`src/rtl/ptw_pkg.sv`:
```
package ptw_pkg;

    typedef enum logic [1:0] {
        ST_IDLE  = 2'd0,
        ST_READ  = 2'd1,
        ST_WRITE = 2'd2,
        ST_DONE  = 2'd3
    } walk_state_e;

    localparam int unsigned NUM_BASES = 4;
    localparam int unsigned CFG_SEL_W = 3;

    localparam logic [CFG_SEL_W-1:0] SEL_USER_LO = 3'd0;
    localparam logic [CFG_SEL_W-1:0] SEL_USER_HI = 3'd1;
    localparam logic [CFG_SEL_W-1:0] SEL_EXEC_HI = 3'd2;
    localparam logic [CFG_SEL_W-1:0] SEL_EXEC_LO = 3'd3;
    localparam logic [CFG_SEL_W-1:0] SEL_MASK_L  = 3'd4;
    localparam logic [CFG_SEL_W-1:0] SEL_MASK_R  = 3'd5;

    // Maps mode and address half onto a base register slot.
    function automatic logic [1:0] base_index(input logic user, input logic hi_half);
        logic [CFG_SEL_W-1:0] sel;
        if (user) sel = hi_half ? SEL_USER_HI : SEL_USER_LO;
        else      sel = hi_half ? SEL_EXEC_HI : SEL_EXEC_LO;
        return sel[1:0];
    endfunction

endpackage

```
`src/rtl/ptw_cfg_regs.sv`:
```
module ptw_cfg_regs
    import ptw_pkg::*;
#(
    parameter int unsigned BASE_W = 23,
    parameter int unsigned WORD_W = 36
) (
    input  logic                                  clk,
    input  logic                                  rst_n,
    input  logic                                  cfg_we,
    input  logic [CFG_SEL_W-1:0]                  cfg_sel,
    input  logic [WORD_W-1:0]                     cfg_wdata,
    output logic [NUM_BASES-1:0][BASE_W-1:0]      bases_o,
    output logic [WORD_W-1:0]                     mask_l_o,
    output logic [WORD_W-1:0]                     mask_r_o
);

    logic [NUM_BASES-1:0][BASE_W-1:0] base_d, base_q;
    logic [WORD_W-1:0] mask_l_d, mask_l_q;
    logic [WORD_W-1:0] mask_r_d, mask_r_q;

    for (genvar g = 0; g < NUM_BASES; g++) begin : g_base
        // Only the address bits are kept; a length field above them is dropped.
        always_comb begin
            base_d[g] = base_q[g];
            if (cfg_we && cfg_sel == CFG_SEL_W'(g))
                base_d[g] = cfg_wdata[BASE_W-1:0];
        end

        always_ff @(posedge clk) begin
            if (!rst_n) base_q[g] <= '0;
            else        base_q[g] <= base_d[g];
        end
    end

    always_comb begin
        mask_l_d = mask_l_q;
        mask_r_d = mask_r_q;
        if (cfg_we && cfg_sel == SEL_MASK_L) mask_l_d = cfg_wdata;
        if (cfg_we && cfg_sel == SEL_MASK_R) mask_r_d = cfg_wdata;
    end

    always_ff @(posedge clk) begin
        if (!rst_n) begin
            mask_l_q <= '0;
            mask_r_q <= '0;
        end else begin
            mask_l_q <= mask_l_d;
            mask_r_q <= mask_r_d;
        end
    end

    assign bases_o  = base_q;
    assign mask_l_o = mask_l_q;
    assign mask_r_o = mask_r_q;

endmodule

```
`src/rtl/ptw_addr_gen.sv`:
```
module ptw_addr_gen
    import ptw_pkg::*;
#(
    parameter int unsigned VA_W   = 18,
    parameter int unsigned OFF_W  = 10,
    parameter int unsigned BASE_W = 23
) (
    input  logic [NUM_BASES-1:0][BASE_W-1:0] bases,
    input  logic                             user,
    input  logic [VA_W-1:0]                  va,
    output logic [BASE_W-1:0]                tbl_addr
);

    // Bit OFF_W picks the halfword and the top bit picks the table,
    // so the word index within a table is what lies between them.
    localparam int unsigned IDX_W = VA_W - OFF_W - 2;
    localparam int unsigned IDX_LO = OFF_W + 1;

    logic [IDX_W-1:0]  word_idx;
    logic [BASE_W-1:0] base_sel;

    always_comb begin
        word_idx = va[IDX_LO +: IDX_W];
        base_sel = bases[base_index(user, va[VA_W-1])];
        tbl_addr = base_sel + BASE_W'(word_idx);
    end

endmodule

```
`src/rtl/ptw_entry_pick.sv`:
```
module ptw_entry_pick #(
    parameter int unsigned WORD_W = 36,
    localparam int unsigned HALF_W = WORD_W / 2
) (
    input  logic [WORD_W-1:0] word,
    input  logic [WORD_W-1:0] mask_l,
    input  logic [WORD_W-1:0] mask_r,
    input  logic              right_half,
    output logic [WORD_W-1:0] wb_word,
    output logic [HALF_W-1:0] entry
);

    always_comb begin
        wb_word = word & ~(right_half ? mask_r : mask_l);
        entry   = right_half ? wb_word[HALF_W-1:0] : wb_word[WORD_W-1:HALF_W];
    end

endmodule

```
`src/rtl/ptw_refill.sv`:
```
module ptw_refill
    import ptw_pkg::*;
#(
    parameter int unsigned VA_W   = 18,
    parameter int unsigned OFF_W  = 10,
    parameter int unsigned WORD_W = 36,
    parameter int unsigned BASE_W = 23,
    parameter int unsigned PPN_W  = 13,
    localparam int unsigned HALF_W = WORD_W / 2,
    localparam int unsigned PA_W   = PPN_W + OFF_W
) (
    input  logic                 clk,
    input  logic                 rst_n,
    input  logic                 miss_valid,
    input  logic [VA_W-1:0]      miss_va,
    input  logic                 miss_user,
    input  logic                 miss_write,
    output logic                 busy,
    input  logic                 cfg_we,
    input  logic [CFG_SEL_W-1:0] cfg_sel,
    input  logic [WORD_W-1:0]    cfg_wdata,
    output logic                 mem_req,
    output logic                 mem_we,
    output logic                 mem_lock,
    output logic [BASE_W-1:0]    mem_addr,
    output logic [WORD_W-1:0]    mem_wdata,
    input  logic                 mem_ack,
    input  logic [WORD_W-1:0]    mem_rdata,
    output logic                 ent_valid,
    output logic [HALF_W-1:0]    ent_entry,
    output logic [PA_W-1:0]      ent_pa,
    output logic                 ent_user,
    output logic                 ent_write
);

    typedef struct packed {
        walk_state_e         state;
        logic [VA_W-1:0]     va;
        logic                user;
        logic                wr;
        logic [BASE_W-1:0]   addr;
        logic [WORD_W-1:0]   word;
    } walk_t;

    walk_t walk_d, walk_q;

    logic [NUM_BASES-1:0][BASE_W-1:0] bases;
    logic [WORD_W-1:0] mask_l, mask_r;
    logic [BASE_W-1:0] miss_addr;
    logic [WORD_W-1:0] wb_word;
    logic [HALF_W-1:0] entry;

    ptw_cfg_regs #(
        .BASE_W (BASE_W),
        .WORD_W (WORD_W)
    ) u_cfg (
        .clk       (clk),
        .rst_n     (rst_n),
        .cfg_we    (cfg_we),
        .cfg_sel   (cfg_sel),
        .cfg_wdata (cfg_wdata),
        .bases_o   (bases),
        .mask_l_o  (mask_l),
        .mask_r_o  (mask_r)
    );

    // Address formed from the miss itself so it is fixed for the whole walk.
    ptw_addr_gen #(
        .VA_W   (VA_W),
        .OFF_W  (OFF_W),
        .BASE_W (BASE_W)
    ) u_addr (
        .bases    (bases),
        .user     (miss_user),
        .va       (miss_va),
        .tbl_addr (miss_addr)
    );

    ptw_entry_pick #(
        .WORD_W (WORD_W)
    ) u_pick (
        .word       (walk_q.word),
        .mask_l     (mask_l),
        .mask_r     (mask_r),
        .right_half (walk_q.va[OFF_W]),
        .wb_word    (wb_word),
        .entry      (entry)
    );

    always_comb begin
        walk_d = walk_q;
        unique case (walk_q.state)
            ST_IDLE: begin
                if (miss_valid) begin
                    walk_d.state = ST_READ;
                    walk_d.va    = miss_va;
                    walk_d.user  = miss_user;
                    walk_d.wr    = miss_write;
                    walk_d.addr  = miss_addr;
                end
            end
            ST_READ: begin
                if (mem_ack) begin
                    walk_d.word  = mem_rdata;
                    walk_d.state = ST_WRITE;
                end
            end
            ST_WRITE: begin
                if (mem_ack) walk_d.state = ST_DONE;
            end
            ST_DONE: begin
                walk_d.state = ST_IDLE;
            end
            default: walk_d.state = ST_IDLE;
        endcase
    end

    always_ff @(posedge clk) begin
        if (!rst_n) begin
            walk_q <= '{state: ST_IDLE, default: '0};
        end else begin
            walk_q <= walk_d;
        end
    end

    assign busy      = (walk_q.state != ST_IDLE);
    assign mem_req   = (walk_q.state == ST_READ) || (walk_q.state == ST_WRITE);
    assign mem_we    = (walk_q.state == ST_WRITE);
    assign mem_lock  = mem_req;
    assign mem_addr  = walk_q.addr;
    assign mem_wdata = wb_word;
    assign ent_valid = (walk_q.state == ST_DONE);
    assign ent_entry = entry;
    assign ent_pa    = {entry[PPN_W-1:0], walk_q.va[OFF_W-1:0]};
    assign ent_user  = walk_q.user;
    assign ent_write = walk_q.wr;

endmodule

```
`config.mk`:
```
export PLATFORM = sky130hd
export DESIGN_NAME = ptw_refill
export DESIGN_NICKNAME = d
export VERILOG_FILES = /design/src/rtl/ptw_pkg.sv /design/src/rtl/ptw_cfg_regs.sv /design/src/rtl/ptw_addr_gen.sv /design/src/rtl/ptw_entry_pick.sv /design/src/rtl/ptw_refill.sv
export SDC_FILE = /design/constraint.sdc
export NUM_CORES = 1
export LEC_CHECK = 0
export ABC_CLOCK_PERIOD_IN_PS = 3600
export BUFFER_PORTS_ARGS = -buffer_cell sky130_fd_sc_hd__buf_2
export CORE_UTILIZATION = 30
export DETAILED_ROUTE_END_ITERATION = 10
export SYNTH_ARGS = -nofsm -noshare
export SYNTH_HDL_FRONTEND = slang
export SYNTH_HIERARCHICAL = 1
export SYNTH_SLANG_ARGS = --single-unit
```
`constraint.sdc`:
```
create_clock -name clk -period 3.6 [get_ports clk]
set_input_delay 0.18 -clock clk [delete_from_list [all_inputs] [get_ports clk]]
set_output_delay 0.18 -clock clk [all_outputs]
set_load 0.05 [all_outputs]
```
==> results of run 1 <==
critical path, delay by kind of cell (launching register included):
| family | cells | cell delay, ps |
|---|---|---|
| DFF | 1 | 350 |
| and+or+nand+nor | 3 | 500 |
| buffers and inverters | 1 | 70 |
| adders and majority gates | 2 | 580 |
| AOI/OAI and AO/OA | 3 | 740 |
| xor gates and xnor gates | 1 | 140 |
| muxes | 1 | 240 |
cell usage after synthesis, types with 3 or more instances:
| library cell | n |
|---|---|
| sky130_fd_sc_hd__a21boi_2 | 31 |
| sky130_fd_sc_hd__buf_2 | 12 |
| sky130_fd_sc_hd__dfxtp_1 | 238 |
| sky130_fd_sc_hd__nand2_1 | 355 |
| sky130_fd_sc_hd__ha_1 | 11 |
| sky130_fd_sc_hd__buf_4 | 58 |
| sky130_fd_sc_hd__mux4_1 | 4 |
| sky130_fd_sc_hd__mux4_2 | 19 |
| sky130_fd_sc_hd__clkbuf_1 | 25 |
| sky130_fd_sc_hd__a21boi_0 | 12 |
| sky130_fd_sc_hd__nor2_1 | 39 |
| sky130_fd_sc_hd__nor2b_1 | 21 |
| sky130_fd_sc_hd__and2_1 | 5 |
| sky130_fd_sc_hd__buf_6 | 24 |
| sky130_fd_sc_hd__mux2i_1 | 168 |
| sky130_fd_sc_hd__and3_1 | 3 |
| sky130_fd_sc_hd__a22o_1 | 16 |
| sky130_fd_sc_hd__inv_1 | 8 |
| sky130_fd_sc_hd__nor2b_4 | 16 |
| sky130_fd_sc_hd__buf_8 | 3 |
| sky130_fd_sc_hd__nand3_1 | 4 |
| sky130_fd_sc_hd__nand4_1 | 3 |
| sky130_fd_sc_hd__a21boi_1 | 30 |
| sky130_fd_sc_hd__xnor2_1 | 18 |
| sky130_fd_sc_hd__o21a_1 | 35 |
| sky130_fd_sc_hd__a21o_1 | 3 |
| sky130_fd_sc_hd__a21oi_1 | 4 |
state kept, by name (all words and copies together), names as in the netlist:
| signal | count |
|---|---|
| u_cfg/mask_r_o | 36 |
| u_cfg/bases_o | 92 |
| ent_write | 1 |
| walk_q | 39 |
| ent_pa | 10 |
| u_cfg/mask_l_o | 36 |
| mem_addr | 23 |
| ent_user | 1 |
power groups by stage:
stage	clock network, uW	registers [uW]	logic, uW
after floorplan	0	2850	1000
after global placement	0	2870	1170
after detailed placement	0	2880	1180
after CTS	2950	2820	1230
after global routing	3060	2830	1320
final	2870	2820	1220
stage by stage:
stage | instances | area (um2) | util, % | total power, uW | hold WS [ps]
floorplan | 1194 | 11500 | - | 3850 | 315
global placement | 1802 | 12400 | 32.9 | 4040 | 420
detailed placement | 1802 | 12400 | 32.9 | 4060 | 425
CTS | 1913 | 13900 | 36.9 | 7000 | 16.5
global route | 1914 | 13900 | 36.9 | 7210 | 34.5
finish | 1915 | 13900 | 36.9 | 6910 | 43.8
per-layer routing:
| layer | global-route usage (%) | vias up | wire, um |
|---|---|---|---|
| li1 | - | 4332 | - |
| met1 | 19.5 | 4164 | 13900 |
| met2 | 26.1 | 207 | 13900 |
| met3 | 3.85 | 48 | 1930 |
| met4 | 4.51 | 4 | 777 |
| met5 | 0 | - | 25 |
logic make-up after synthesis:
| family | after synthesis | share of synthesized area [%] |
|---|---|---|
| compound gates | 136 | 9.93 |
| flops | 238 | 41.3 |
| simple gates | 464 | 18.3 |
| fa+ha+maj | 12 | 1.37 |
| mux | 192 | 19.3 |
| buf+inv | 132 | 8.31 |
| xor+xnor | 20 | 1.52 |
final timing paths:
check | start | endpoint | slack [ps] | cells past startpoint
worst max-delay path | u_cfg/bases_o[69]$_SDFFE_PN0P_ | mem_addr[10]$_SDFFE_PN0P_ | 900 | 11
worst min-delay path | mem_ack | walk_q[80]$_SDFFE_PN0P_ | 40 | 3
worst max register to register | u_cfg/bases_o[69]$_SDFFE_PN0P_ | mem_addr[10]$_SDFFE_PN0P_ | 900 | 11
worst min register to register | u_cfg/bases_o[60]$_SDFFE_PN0P_ | u_cfg/bases_o[60]$_SDFFE_PN0P_ | 450 | 2
area by class of cell:
cell class / count / area [um2]
Tap cell: 511 / 639
Inverter: 8 / 30.0
Sequential cell: 238 / 4770
Timing Repair Buffer: 282 / 1770
Clock buffer: 33 / 718
Clock inverter: 17 / 206
Multi-Input combinational cell: 824 / 5810
Fill cell: 3841 / 23800
Antenna cell: 2 / 5.00
what timing repair did:
item                                   in CTS  in global routing
buffers inserted                            0                  0
gates resized for setup                     0                  0
setup endpoints to repair                   0                  0
hold buffers                               61                  0
endpoints found under the hold margin      74                  0
==> report_table.html, run 1 <==
<table>
<tr><th>Metric</th><th>Value</th></tr>
<tr><th colspan="2">Setup path</th></tr>
<tr><td>Cell Chain, Critical Path</td><td>mux4_2 -&gt; ha_1 -&gt; inv_1 -&gt; fa_1 -&gt; nor2b_1 -&gt; o2111ai_1 -&gt; a21boi_2 -&gt; and3_1 -&gt; xor2_1 -&gt; nand2_1 -&gt; a21boi_2</td></tr>
<tr><td>Setup crit start kind</td><td>register</td></tr>
<tr><td>Worst Path Class, Setup</td><td>reg -&gt; reg</td></tr>
<tr><td>Critical path's slowest cell</td><td>sky130_fd_sc_hd__a21boi_2</td></tr>
<tr><td>Cell repeated most along the worst path</td><td>sky130_fd_sc_hd__a21boi_2</td></tr>
<tr><td>Type of element capturing the critical path</td><td>register</td></tr>
<tr><td>Crit Path Max Fanout</td><td>9</td></tr>
<tr><td>CP Data Arrival Time</td><td>3180 ps</td></tr>
<tr><td>Peak per-stage delay on the critical path</td><td>between 400 and 500 ps</td></tr>
<tr><td>Required time worst endpoint</td><td>4080 ps</td></tr>
<tr><th colspan="2">Floorplanning</th></tr>
<tr><td>Effective utilization at floorplan</td><td>between 30% and 40%</td></tr>
<tr><td>Die Ht</td><td>just under 200 um</td></tr>
<tr><td>Placeable core region</td><td>approximately 0.038 mm2</td></tr>
<tr><td>Die area</td><td>roughly 0.039 mm2</td></tr>
<tr><td>Floorplan row count</td><td>71</td></tr>
<tr><td>Number of top-level pins</td><td>between 200 and 250</td></tr>
<tr><td>Width of the die</td><td>around 200 um</td></tr>
<tr><th colspan="2">Routing</th></tr>
<tr><td>Routed via count</td><td>~8800</td></tr>
<tr><td>Violation count after the first detailed-routing iteration</td><td>358</td></tr>
<tr><td>Detail-routed net length per standard cell</td><td>approximately 16 um</td></tr>
<tr><td>Antenna Violating Nets Remaining</td><td>0</td></tr>
<tr><td>Detailed-routing iteration count for the pre-antenna-repair pass</td><td>4</td></tr>
<tr><td>Final routed wirelength across all metal layers</td><td>a little over 30000 um</td></tr>
<tr><td>Via/cell ratio</td><td>~4.6</td></tr>
<tr><td>Total DRC errors in the routed layout</td><td>0</td></tr>
<tr><th colspan="2">Clocking</th></tr>
<tr><td>CTS tree</td><td>built</td></tr>
<tr><td>TritonCTS Sinks</td><td>238</td></tr>
<tr><td>Worst-Skew Late Latency</td><td>540 ps</td></tr>
<tr><td>Clock-pin slew of the registers on the worst-case setup and hold paths</td><td>around 70 ps</td></tr>
<tr><td>Total CTS buffers</td><td>27</td></tr>
<tr><td>Max Buffers Root-to-Sink</td><td>3</td></tr>
<tr><td>Cell at the root of the clock tree</td><td>sky130_fd_sc_hd__clkbuf_16</td></tr>
<tr><td>H-tree depth</td><td>1</td></tr>
<tr><th colspan="2">Synth</th></tr>
<tr><td>Syn Area/Cell</td><td>slightly below 10 um2</td></tr>
<tr><td>Sequential share of the synthesized area</td><td>41.3%</td></tr>
<tr><td>Yosys synthesis warning count</td><td>6</td></tr>
<tr><td>Count of flip-flops with a built-in enable after synthesis</td><td>0</td></tr>
<tr><td>Main area contributors after synthesis</td><td>sky130_fd_sc_hd__dfxtp_1, sky130_fd_sc_hd__mux2i_1, sky130_fd_sc_hd__nand2_1</td></tr>
<tr><td>Syn Nets</td><td>1306</td></tr>
<tr><td>Cell area after synthesis</td><td>~0.012 mm2</td></tr>
<tr><td>Synthesized flop and latch total</td><td>approximately 240</td></tr>
<tr><td>Share of the synthesized area in the top cell type</td><td>41.3%</td></tr>
<tr><td>Top FF cell, synth</td><td>sky130_fd_sc_hd__dfxtp_1</td></tr>
<tr><td>Distinct cells, synth</td><td>51</td></tr>
<tr><td>Async S/R FF share, synth</td><td>0%</td></tr>
<tr><td>Cells after synthesis</td><td>1194</td></tr>
<tr><td>Post-synthesis cell type with the largest combined area</td><td>sky130_fd_sc_hd__dfxtp_1</td></tr>
<tr><th colspan="2">Power and ir drop</th></tr>
<tr><td>Worst VDD drop</td><td>between 300 and 400 uV</td></tr>
<tr><td>Static leakage</td><td>roughly 0.0060 uW</td></tr>
<tr><td>Share of power burned in combinational logic</td><td>17.7%</td></tr>
<tr><td>Proportion of power drawn by the clock network</td><td>between 40% and 50%</td></tr>
<tr><td>Net switching power of the design</td><td>around 2000 uW</td></tr>
<tr><td>Internal power contribution</td><td>4850 uW</td></tr>
<tr><td>Switching part of the total</td><td>between 20% and 30%</td></tr>
<tr><td>Portion of total power attributed to sequential cells</td><td>40.8%</td></tr>
<tr><td>Power density cells</td><td>between 400 and 500 mW/mm2</td></tr>
<tr><th colspan="2">STA</th></tr>
<tr><td>Setup Total Neg Slack</td><td>0 ps</td></tr>
<tr><td>Worst slew margin relative to its limit</td><td>between 30% and 40%</td></tr>
<tr><td>Fin crit period</td><td>roughly 2700 ps</td></tr>
<tr><td>Number of failing setup endpoints in the final timing report</td><td>0</td></tr>
<tr><td>Worst setup skew after layout</td><td>28.1 ps</td></tr>
<tr><td>Fmax achieved</td><td>about 0.37 GHz</td></tr>
<tr><td>Measured slew at the worst slew-check pin</td><td>939 ps</td></tr>
<tr><td>Max Slew Vio Count</td><td>0</td></tr>
<tr><td>Crit path setup slack, layout</td><td>about 900 ps</td></tr>
<tr><td>RSZ-0062 raised after global routing</td><td>no</td></tr>
<tr><td>Fin. Hold Viols</td><td>0</td></tr>
<tr><td>Final worst path period share</td><td>75.0%</td></tr>
<tr><th colspan="2">Global routing</th></tr>
<tr><td>Largest net degree at the start of global routing</td><td>between 100 and 150</td></tr>
<tr><td>Number of antenna violations at the first check in global routing</td><td>4</td></tr>
<tr><td>Global-route congestion overflow total</td><td>0</td></tr>
<tr><td>Wire length of the first global-routing pass</td><td>48100 um</td></tr>
<tr><td>Total track usage</td><td>between 15 and 20%</td></tr>
<tr><td>Via count of the first global-routing pass</td><td>approximately 8900</td></tr>
<tr><th colspan="2">Run</th></tr>
<tr><td>Number of maximum-capacitance constraint violations</td><td>0</td></tr>
<tr><th colspan="2">Run status</th></tr>
<tr><td>Run status</td><td>finished clean</td></tr>
<tr><th colspan="2">Final layout</th></tr>
<tr><td>Area added between synthesis and finish</td><td>20.9%</td></tr>
<tr><td>Final Net Count</td><td>1493</td></tr>
<tr><td>Commonest non-fill, non-tap cell in the layout</td><td>sky130_fd_sc_hd__nand2_1</td></tr>
<tr><td>Most frequent cells in the layout</td><td>sky130_fd_sc_hd__nand2_1, sky130_fd_sc_hd__dfxtp_1, sky130_fd_sc_hd__buf_2</td></tr>
<tr><td>Share of cells above drive strength 1</td><td>between 20% and 30%</td></tr>
<tr><th colspan="2">Hold path</th></tr>
<tr><td>Tightest Hold Check Type</td><td>in -&gt; reg</td></tr>
<tr><th colspan="2">Placed design</th></tr>
<tr><td>Worst setup slack after placement</td><td>between 500 and 600 ps</td></tr>
<tr><td>Post-detail-place hpwl</td><td>between 20000 and 25000 um</td></tr>
<tr><td>Gpl congestion</td><td>0.811</td></tr>
<tr><td>Count of buffers from port buffering</td><td>206</td></tr>
</table>
(Power assumes the default switching activity.)
==> inputs of run 2 (changes only) <==
--- a/config.mk
+++ b/config.mk
@@ -5,7 +5,7 @@
 export SDC_FILE = /design/constraint.sdc
 export NUM_CORES = 1
 export LEC_CHECK = 0
-export ABC_CLOCK_PERIOD_IN_PS = 3600
+export ABC_CLOCK_PERIOD_IN_PS = 2790
 export BUFFER_PORTS_ARGS = -buffer_cell sky130_fd_sc_hd__buf_2
 export CORE_UTILIZATION = 30
 export DETAILED_ROUTE_END_ITERATION = 10
==> constraint.sdc (replaced) <==
create_clock -name clk -period 2.79 [get_ports clk]
set_input_delay 0.1395 -clock clk [delete_from_list [all_inputs] [get_ports clk]]
set_output_delay 0.1395 -clock clk [all_outputs]
set_load 0.05 [all_outputs]
==> run 2 against run 1 <==
  * Clock skew shrank 15 ps
  * Largest cell class unchanged
  * Largest power group unchanged
  * Sequential share of layout area shrank 0.49 points
  * Clock power grew 42%
  * Critical path depth grew 3
  * Hold slack lost 20 ps
  * Die area is the same
  * Design area grew 1.5%
==> report_table.html, run 2 (same netlist as run 1, synthesis figures left out) <==
<table>
<tr><th>Metric</th><th>Value</th></tr>
<tr><th colspan="2">STA</th></tr>
<tr><td>Fin. Hold Viols</td><td>0 (unchanged)</td></tr>
<tr><td>Number of failing setup endpoints in the final timing report</td><td>0 (unchanged)</td></tr>
<tr><td>Setup Total Neg Slack</td><td>0 ps (unchanged)</td></tr>
<tr><td>Max Slew Vio Count</td><td>0 (unchanged)</td></tr>
<tr><td>Minimum hold slack</td><td>23.7 ps (-20.1 ps)</td></tr>
<tr><td>Worst setup skew after layout</td><td>13.4 ps (-14.7 ps)</td></tr>
<tr><td>Fin crit period</td><td>between 2000 and 3000 ps</td></tr>
<tr><td>Worst slew margin relative to its limit</td><td>35.8% (-1.6 points)</td></tr>
<tr><td>Measured slew at the worst slew-check pin</td><td>962 ps (+23.6 ps)</td></tr>
<tr><td>Fmax achieved</td><td>about 0.38 GHz</td></tr>
<tr><td>Final worst path period share</td><td>93.6%</td></tr>
<tr><th colspan="2">Floorplanning</th></tr>
<tr><td>Die Ht</td><td>198 um (unchanged)</td></tr>
<tr><td>Effective utilization at floorplan</td><td>30.5% (unchanged)</td></tr>
<tr><td>Die area</td><td>0.0392 mm2 (unchanged)</td></tr>
<tr><td>Placeable core region</td><td>0.0378 mm2 (unchanged)</td></tr>
<tr><td>Number of top-level pins</td><td>207 (unchanged)</td></tr>
<tr><td>Width of the die</td><td>198 um (unchanged)</td></tr>
<tr><td>Floorplan row count</td><td>71 (unchanged)</td></tr>
<tr><th colspan="2">Global routing</th></tr>
<tr><td>Total track usage</td><td>15.6% (+0.080 points)</td></tr>
<tr><td>Global-route congestion overflow total</td><td>0 (unchanged)</td></tr>
<tr><td>Largest net degree at the start of global routing</td><td>85 (-34%)</td></tr>
<tr><td>Via count of the first global-routing pass</td><td>8959 (+0.63%)</td></tr>
<tr><td>Wire length of the first global-routing pass</td><td>48500 um (+0.99%)</td></tr>
<tr><td>Number of antenna violations at the first check in global routing</td><td>2 (-2)</td></tr>
<tr><th colspan="2">Final layout</th></tr>
<tr><td>Final Net Count</td><td>1501 (+0.54%)</td></tr>
<tr><td>Final non-filler cell area</td><td>0.0141 mm2 (+1.5%)</td></tr>
<tr><td>FILL cells</td><td>3813 (-0.73%)</td></tr>
<tr><td>Share of cells above drive strength 1</td><td>25.3% (+0.52 points)</td></tr>
<tr><td>Commonest non-fill, non-tap cell in the layout</td><td>sky130_fd_sc_hd__nand2_1</td></tr>
<tr><td>Area added between synthesis and finish</td><td>22.7%</td></tr>
<tr><td>Ant. Diodes</td><td>0 (-2)</td></tr>
<tr><td>Most frequent cells in the layout</td><td>sky130_fd_sc_hd__nand2_1, sky130_fd_sc_hd__dfxtp_1, sky130_fd_sc_hd__buf_2</td></tr>
<tr><td>Flip-flop count of the largest register after layout</td><td>92 (unchanged)</td></tr>
<tr><th colspan="2">Power and ir drop</th></tr>
<tr><td>Portion of total power attributed to sequential cells</td><td>39.0% (-1.8 points)</td></tr>
<tr><td>Static leakage</td><td>0.00614 uW (+1.5%)</td></tr>
<tr><td>Share of power burned in combinational logic</td><td>17.2% (-0.5 points)</td></tr>
<tr><td>Net switching power of the design</td><td>2670 uW (+30%)</td></tr>
<tr><td>Power density cells</td><td>658 mW/mm2 (+33%)</td></tr>
<tr><td>Internal power contribution</td><td>6640 uW (+37%)</td></tr>
<tr><td>Total design power</td><td>9310 uW (+35%)</td></tr>
<tr><td>Proportion of power drawn by the clock network</td><td>43.8% (+2.3 points)</td></tr>
<tr><td>Worst VDD drop</td><td>431 uV (+13%)</td></tr>
<tr><td>Switching part of the total</td><td>28.7% (-1.1 points)</td></tr>
<tr><th colspan="2">Run</th></tr>
<tr><td>Number of maximum-capacitance constraint violations</td><td>0 (unchanged)</td></tr>
<tr><th colspan="2">Run status</th></tr>
<tr><td>Run status</td><td>finished clean</td></tr>
<tr><th colspan="2">Placed design</th></tr>
<tr><td>Count of buffers from port buffering</td><td>206 (unchanged)</td></tr>
<tr><td>Gpl congestion</td><td>0.814 (+0.37%)</td></tr>
<tr><td>Placed Area</td><td>0.0125 mm2 (+0.67%)</td></tr>
<tr><td>Post-detail-place hpwl</td><td>21100 um (-0.54%)</td></tr>
<tr><th colspan="2">Clocking</th></tr>
<tr><td>Cell at the root of the clock tree</td><td>sky130_fd_sc_hd__clkbuf_16</td></tr>
<tr><td>Worst-Skew Late Latency</td><td>550 ps (about the same)</td></tr>
<tr><td>TritonCTS Sinks</td><td>238 (unchanged)</td></tr>
<tr><td>Max Buffers Root-to-Sink</td><td>3 (unchanged)</td></tr>
<tr><td>Clock-pin slew of the registers on the worst-case setup and hold paths</td><td>60 ps (about the same)</td></tr>
<tr><td>H-tree depth</td><td>1 (unchanged)</td></tr>
<tr><td>CTS tree</td><td>built</td></tr>
<tr><td>Total CTS buffers</td><td>27 (unchanged)</td></tr>
<tr><th colspan="2">Setup path</th></tr>
<tr><td>Type of element capturing the critical path</td><td>register</td></tr>
<tr><td>Worst Path Class, Setup</td><td>in -&gt; reg</td></tr>
<tr><td>Required time worst endpoint</td><td>3280 ps (-800 ps)</td></tr>
<tr><td>Setup crit start kind</td><td>primary input</td></tr>
<tr><td>CP Data Arrival Time</td><td>3100 ps (-80 ps)</td></tr>
<tr><td>Crit Path Max Fanout</td><td>9 (unchanged)</td></tr>
<tr><th colspan="2">Routing</th></tr>
<tr><td>Final routed wirelength across all metal layers</td><td>30500 um (about the same)</td></tr>
<tr><td>Detailed-routing iteration count for the pre-antenna-repair pass</td><td>4 (unchanged)</td></tr>
<tr><td>Antenna Violating Nets Remaining</td><td>0 (unchanged)</td></tr>
<tr><td>Total DRC errors in the routed layout</td><td>0 (unchanged)</td></tr>
<tr><td>Routed via count</td><td>8793 (+0.43%)</td></tr>
<tr><td>Via/cell ratio</td><td>4.58 (+0.17%)</td></tr>
<tr><td>Violation count after the first detailed-routing iteration</td><td>334 (-6.7%)</td></tr>
<tr><td>Detail-routed net length per standard cell</td><td>15.9 um (-0.33%)</td></tr>
<tr><th colspan="2">Hold path</th></tr>
<tr><td>Tightest Hold Check Type</td><td>in -&gt; reg</td></tr>
</table>
-- run 2: cell types whose count changed in the layout (fill, tap and decap cells not counted), moves of 2 or more --
cell and delta:
sky130_fd_sc_hd__clkbuf_8 +4, sky130_fd_sc_hd__buf_4 +3, sky130_fd_sc_hd__clkinv_2 -4, sky130_fd_sc_hd__buf_12 +3
sky130_fd_sc_hd__dlygate4sd3_1 +2, sky130_fd_sc_hd__diode_2 -2, sky130_fd_sc_hd__inv_6 -2, sky130_fd_sc_hd__clkbuf_1 -2
sky130_fd_sc_hd__bufinv_16 +3
-- run 2: repair_timing --
item / in CTS / in global routing
buffers inserted: 0 / 0
gates resized for setup: 0 / 3
hold endpoints to repair: 77 / 0
setup endpoints to repair: 0 / 10
hold buffers: 63 / 0
-- run 2: area by class of cell --
type                       instances  area (um2)  share of cell area, %
multi-input combinational        824        5810                   41.1
clock buffer                      35         766                   5.41
timing repair buffer             290        1880                   13.3
sequential                       238        4770                   33.7
tap                              511         639                   4.52
clock inverter                    14         258                   1.82
inverter                           8        30.0                  0.212
-- run 2: power by group through the flow --
stage	combinational (uW)	sequential (uW)	clock (uW)
2_1_floorplan	1290	3680	0
3_3_place_gp	1530	3700	0
3_5_place_dp	1540	3710	0
4_1_cts	1610	3630	4160
5_1_grt	1720	3650	4300
6_report	1600	3630	4080
-- run 2: path summary, 6_finish.rpt --
| kind | from | depth (start not counted) | slack (ps) | to |
|---|---|---|---|---|
| min reg2reg | u_cfg/mask_l_o[20]$_SDFFE_PN0P_ | 2 | 450 | u_cfg/mask_l_o[20]$_SDFFE_PN0P_ |
| min | cfg_wdata[8] | 3 | 20 | u_cfg/mask_r_o[8]$_SDFFE_PN0P_ |
| max | miss_user | 14 | 180 | mem_addr[10]$_SDFFE_PN0P_ |
| max reg2reg | u_cfg/bases_o[23]$_SDFFE_PN0P_ | 12 | 310 | mem_addr[10]$_SDFFE_PN0P_ |
-- run 2: layer usage --
metal	wire length [um]	vias up	global-route usage (%)
met2	13700	203	26.1
met5	32	-	0
met3	1760	40	3.65
met4	578	4	3.59
met1	14400	4203	20.1
li1	-	4343	-
-- run 2: worst max-delay path: stages --
cell and delay [ps]:
sky130_fd_sc_hd__dlygate4sd3_1 530, sky130_fd_sc_hd__clkbuf_4 220, sky130_fd_sc_hd__mux4_2 370, sky130_fd_sc_hd__ha_1 160, sky130_fd_sc_hd__inv_1 60, sky130_fd_sc_hd__fa_1 420
sky130_fd_sc_hd__nor2b_2 160, sky130_fd_sc_hd__o2111ai_1 160, sky130_fd_sc_hd__a21boi_2 170, sky130_fd_sc_hd__buf_4 170, sky130_fd_sc_hd__and3_1 180, sky130_fd_sc_hd__xor2_1 150
sky130_fd_sc_hd__nand2_1 80, sky130_fd_sc_hd__a21boi_2 130
-- run 2: stage by stage --
step	setup slack [ps]	std cells	utilization (%)
floorplan	165	1194	-
global placement	139	1808	33.1
detailed placement	89.5	1808	33.1
CTS	120	1920	37.5
global route	-5.33	1920	37.5
finish	180	1920	37.5
==> inputs of run 3 (changes only) <==
--- a/config.mk
+++ b/config.mk
@@ -7,7 +7,7 @@
 export LEC_CHECK = 0
 export ABC_CLOCK_PERIOD_IN_PS = 2790
 export BUFFER_PORTS_ARGS = -buffer_cell sky130_fd_sc_hd__buf_2
-export CORE_UTILIZATION = 30
+export CORE_UTILIZATION = 40
 export DETAILED_ROUTE_END_ITERATION = 10
 export SYNTH_ARGS = -nofsm -noshare
 export SYNTH_HDL_FRONTEND = slang
==> run 3 against run 2 <==
  * Utilization increased by 12 points
  * Hold slack improved by 19 ps
  * Sequential power hardly changed
  * Cell count shrank 6.9%
  * Largest cell class unchanged
==> report_table.html, run 3 (same netlist as run 1, synthesis figures left out) <==
<table>
<tr><th>Metric</th><th>Value</th></tr>
<tr><th colspan="2">Setup path</th></tr>
<tr><td>Type of element capturing the critical path</td><td>register</td></tr>
<tr><td>Required time worst endpoint</td><td>3250 ps (-30 ps)</td></tr>
<tr><td>Peak per-stage delay on the critical path</td><td>550 ps (+20 ps)</td></tr>
<tr><td>Cell Chain, Critical Path</td><td>dlygate4sd3_1 -&gt; buf_4 -&gt; mux4_2 -&gt; ha_1 -&gt; inv_1 -&gt; fa_1 -&gt; nor2b_2 -&gt; o2111ai_1 -&gt; a21boi_2 -&gt; buf_4 -&gt; and3_1 -&gt; xor2_1 -&gt; nand2_1 -&gt; a21boi_2</td></tr>
<tr><td>Critical path's slowest cell</td><td>sky130_fd_sc_hd__dlygate4sd3_1</td></tr>
<tr><td>CP Data Arrival Time</td><td>3090 ps (about the same)</td></tr>
<tr><td>Count of buffer and inverter cells on the critical path</td><td>4 (unchanged)</td></tr>
<tr><td>Worst r2r src</td><td>u_cfg/bases_o[0]$_SDFFE_PN0P_</td></tr>
<tr><td>Critical path startpoint</td><td>miss_user</td></tr>
<tr><td>Dominant delay contributor by cell family on the critical path</td><td>buffers and inverters</td></tr>
<tr><td>Setup crit start kind</td><td>primary input</td></tr>
<tr><td>Worst Path Class, Setup</td><td>in -&gt; reg</td></tr>
<tr><td>Crit Path Max Fanout</td><td>9 (unchanged)</td></tr>
<tr><th colspan="2">Clocking</th></tr>
<tr><td>Cell at the root of the clock tree</td><td>sky130_fd_sc_hd__clkbuf_16</td></tr>
<tr><td>Clock-pin slew of the registers on the worst-case setup and hold paths</td><td>60 ps (about the same)</td></tr>
<tr><td>Max Buffers Root-to-Sink</td><td>3 (unchanged)</td></tr>
<tr><td>CTS tree</td><td>built</td></tr>
<tr><td>H-tree depth</td><td>1 (unchanged)</td></tr>
<tr><td>Total CTS buffers</td><td>28 (+3.7%)</td></tr>
<tr><td>TritonCTS Sinks</td><td>238 (unchanged)</td></tr>
<tr><td>Worst-Skew Late Latency</td><td>540 ps (about the same)</td></tr>
<tr><th colspan="2">Placed design</th></tr>
<tr><td>Post-detail-place hpwl</td><td>18600 um (-12%)</td></tr>
<tr><td>Placed Area</td><td>0.0123 mm2 (-1.7%)</td></tr>
<tr><td>Gpl congestion</td><td>0.751 (-7.7%)</td></tr>
<tr><td>Worst setup slack after placement</td><td>60.2 ps (-29.3 ps)</td></tr>
<tr><td>Count of buffers from port buffering</td><td>206 (unchanged)</td></tr>
<tr><th colspan="2">STA</th></tr>
<tr><td>Fin crit period</td><td>2620 ps (+13.6 ps)</td></tr>
<tr><td>Max Slew Vio Count</td><td>0 (unchanged)</td></tr>
<tr><td>RSZ-0062 raised after global routing</td><td>no</td></tr>
<tr><td>Setup Total Neg Slack</td><td>0 ps (unchanged)</td></tr>
<tr><td>Worst setup skew after layout</td><td>19.3 ps (+5.96 ps)</td></tr>
<tr><td>Final worst path period share</td><td>94.1% (+0.49 points)</td></tr>
<tr><td>Crit path setup slack, layout</td><td>166 ps (-13.6 ps)</td></tr>
<tr><td>Number of failing setup endpoints in the final timing report</td><td>0 (unchanged)</td></tr>
<tr><td>Fin. Hold Viols</td><td>0 (unchanged)</td></tr>
<tr><td>Measured slew at the worst slew-check pin</td><td>1020 ps (+54.3 ps)</td></tr>
<tr><td>Worst slew margin relative to its limit</td><td>32.0% (-3.9 points)</td></tr>
<tr><td>Fmax achieved</td><td>0.381 GHz (-0.52%)</td></tr>
<tr><th colspan="2">Floorplanning</th></tr>
<tr><td>Width of the die</td><td>172 um (-13%)</td></tr>
<tr><td>Effective utilization at floorplan</td><td>41.1% (+11 points)</td></tr>
<tr><td>Placeable core region</td><td>0.0281 mm2 (-26%)</td></tr>
<tr><td>Number of top-level pins</td><td>207 (unchanged)</td></tr>
<tr><td>Die Ht</td><td>172 um (-13%)</td></tr>
<tr><td>Die area</td><td>0.0295 mm2 (-25%)</td></tr>
<tr><td>Floorplan row count</td><td>61 (-14%)</td></tr>
<tr><th colspan="2">Routing</th></tr>
<tr><td>Routed via count</td><td>8672 (-1.4%)</td></tr>
<tr><td>Antenna Violating Nets Remaining</td><td>0 (unchanged)</td></tr>
<tr><td>Violation count after the first detailed-routing iteration</td><td>341 (+2.1%)</td></tr>
<tr><td>Met1 routed wirelength after detailed routing</td><td>12700 um (-11%)</td></tr>
<tr><td>Top routing layer used</td><td>met4</td></tr>
<tr><td>Detailed-routing iteration count for the pre-antenna-repair pass</td><td>4 (unchanged)</td></tr>
<tr><td>Total DRC errors in the routed layout</td><td>0 (unchanged)</td></tr>
<tr><td>Detail-routed net length per standard cell</td><td>15.9 um (about the same)</td></tr>
<tr><td>Via/cell ratio</td><td>4.85 (+5.9%)</td></tr>
<tr><td>Final routed wirelength across all metal layers</td><td>28400 um (-6.9%)</td></tr>
<tr><td>Routed length on met3</td><td>1100 um (-37%)</td></tr>
<tr><td>Met2 layer wire length in the routed design</td><td>14000 um (+2.3%)</td></tr>
<tr><th colspan="2">Final layout</th></tr>
<tr><td>Final non-filler cell area</td><td>0.0138 mm2 (-2.2%)</td></tr>
<tr><td>Commonest non-fill, non-tap cell in the layout</td><td>sky130_fd_sc_hd__nand2_1</td></tr>
<tr><td>Flip-flop count of the largest register after layout</td><td>92 (unchanged)</td></tr>
<tr><td>FILL cells</td><td>2678 (-30%)</td></tr>
<tr><td>Most frequent cells in the layout</td><td>sky130_fd_sc_hd__nand2_1, sky130_fd_sc_hd__dfxtp_1, sky130_fd_sc_hd__buf_2</td></tr>
<tr><td>Area of all sequential standard cells</td><td>0.00477 mm2 (unchanged)</td></tr>
<tr><td>Final Net Count</td><td>1500 (-0.067%)</td></tr>
<tr><td>Combined area of the multi-input logic cells</td><td>0.00581 mm2 (unchanged)</td></tr>
<tr><td>Share of cells above drive strength 1</td><td>24.6% (-0.64 points)</td></tr>
<tr><td>Area added between synthesis and finish</td><td>20.0%</td></tr>
<tr><th colspan="2">Hold path</th></tr>
<tr><td>Tightest Hold Check Type</td><td>in -&gt; reg</td></tr>
<tr><td>Hold path startpoint</td><td>miss_valid</td></tr>
<tr><th colspan="2">Run</th></tr>
<tr><td>Number of maximum-capacitance constraint violations</td><td>0 (unchanged)</td></tr>
<tr><th colspan="2">Power and ir drop</th></tr>
<tr><td>Total design power</td><td>8720 uW (-6.3%)</td></tr>
<tr><td>Worst VDD drop</td><td>419 uV (-2.8%)</td></tr>
<tr><td>Power density cells</td><td>630 mW/mm2 (-4.2%)</td></tr>
<tr><td>Static leakage</td><td>0.00607 uW (-1.1%)</td></tr>
<tr><th colspan="2">Global routing</th></tr>
<tr><td>Wire length of the first global-routing pass</td><td>44700 um (-8.0%)</td></tr>
<tr><td>Number of antenna violations at the first check in global routing</td><td>1 (-1)</td></tr>
<tr><td>Global-route congestion overflow total</td><td>0 (unchanged)</td></tr>
<tr><td>Total track usage</td><td>19.0% (+3.4 points)</td></tr>
<tr><td>Largest net degree at the start of global routing</td><td>65 (-24%)</td></tr>
<tr><td>Via count of the first global-routing pass</td><td>8574 (-4.3%)</td></tr>
<tr><th colspan="2">Run status</th></tr>
<tr><td>Run status</td><td>finished clean</td></tr>
</table>
## run 3: cell count changes in the layout (fill, tap and decap cells not counted)
cell / change
sky130_fd_sc_hd__dlygate4sd3_1: +1
sky130_fd_sc_hd__clkbuf_16: +2
sky130_fd_sc_hd__buf_4: -1
sky130_fd_sc_hd__clkbuf_1: +8
sky130_fd_sc_hd__buf_12: -1
sky130_fd_sc_hd__diode_2: +1
sky130_fd_sc_hd__clkbuf_4: -1
sky130_fd_sc_hd__clkinv_4: -1
sky130_fd_sc_hd__bufinv_16: -7
sky130_fd_sc_hd__inv_6: -1
sky130_fd_sc_hd__clkbuf_8: +3
sky130_fd_sc_hd__clkinvlp_4: -2
## run 3: layout make-up
class,instances,area share [%]
Multi-Input combinational cell,824,42.0
Sequential cell,238,34.4
Timing Repair Buffer,288,13.4
Clock buffer,48,6.41
Tap cell,378,3.42
Inverter,8,0.217
Clock inverter,3,0.108
Antenna cell,1,0.0181
## run 3: where the power goes
group | internal (uW) | switching, uW | total, uW
clock network | 2140 | 1380 | 3510
registers | 3540 | 82.7 | 3620
logic | 522 | 1070 | 1590
total | 6190 | 2530 | 8720
## run 3: final timing paths
path / slack (ps) / cells past startpoint / to
max: 170 / 14 / mem_addr[10]$_SDFFE_PN0P_
min reg2reg: 450 / 2 / u_cfg/bases_o[23]$_SDFFE_PN0P_
min: 40 / 3 / walk_q[79]$_SDFFE_PN0P_
max reg2reg: 300 / 12 / mem_addr[10]$_SDFFE_PN0P_
## run 3: tightest hold or removal path: stages
cell and delay [ps]:
sky130_fd_sc_hd__buf_2 120, sky130_fd_sc_hd__o22ai_1 140, sky130_fd_sc_hd__mux2i_1 130
## run 3: stage by stage
stage	utilization (%)	hold slack, ps	std cells
after floorplan	-	274	1194
after global placement	43.7	384	1671
final	49.3	42.4	1788
after detailed placement	43.7	386	1671
after global routing	49.3	48.2	1788
after CTS	49.2	25.3	1786
## run 3: timing repair
action / CTS / global route
resized for setup: 0 / 4
endpoints found under the setup margin: 0 / 13
setup buffers: 0 / 1
hold endpoints to repair: 78 / 0
hold buffers: 64 / 0
## run 3: routing by layer
layer	GRT usage, %	up-vias
met4	4.46	0
li1	-	4348
met1	23.8	4109
met2	34.0	175
met3	2.58	40
met5	0	-
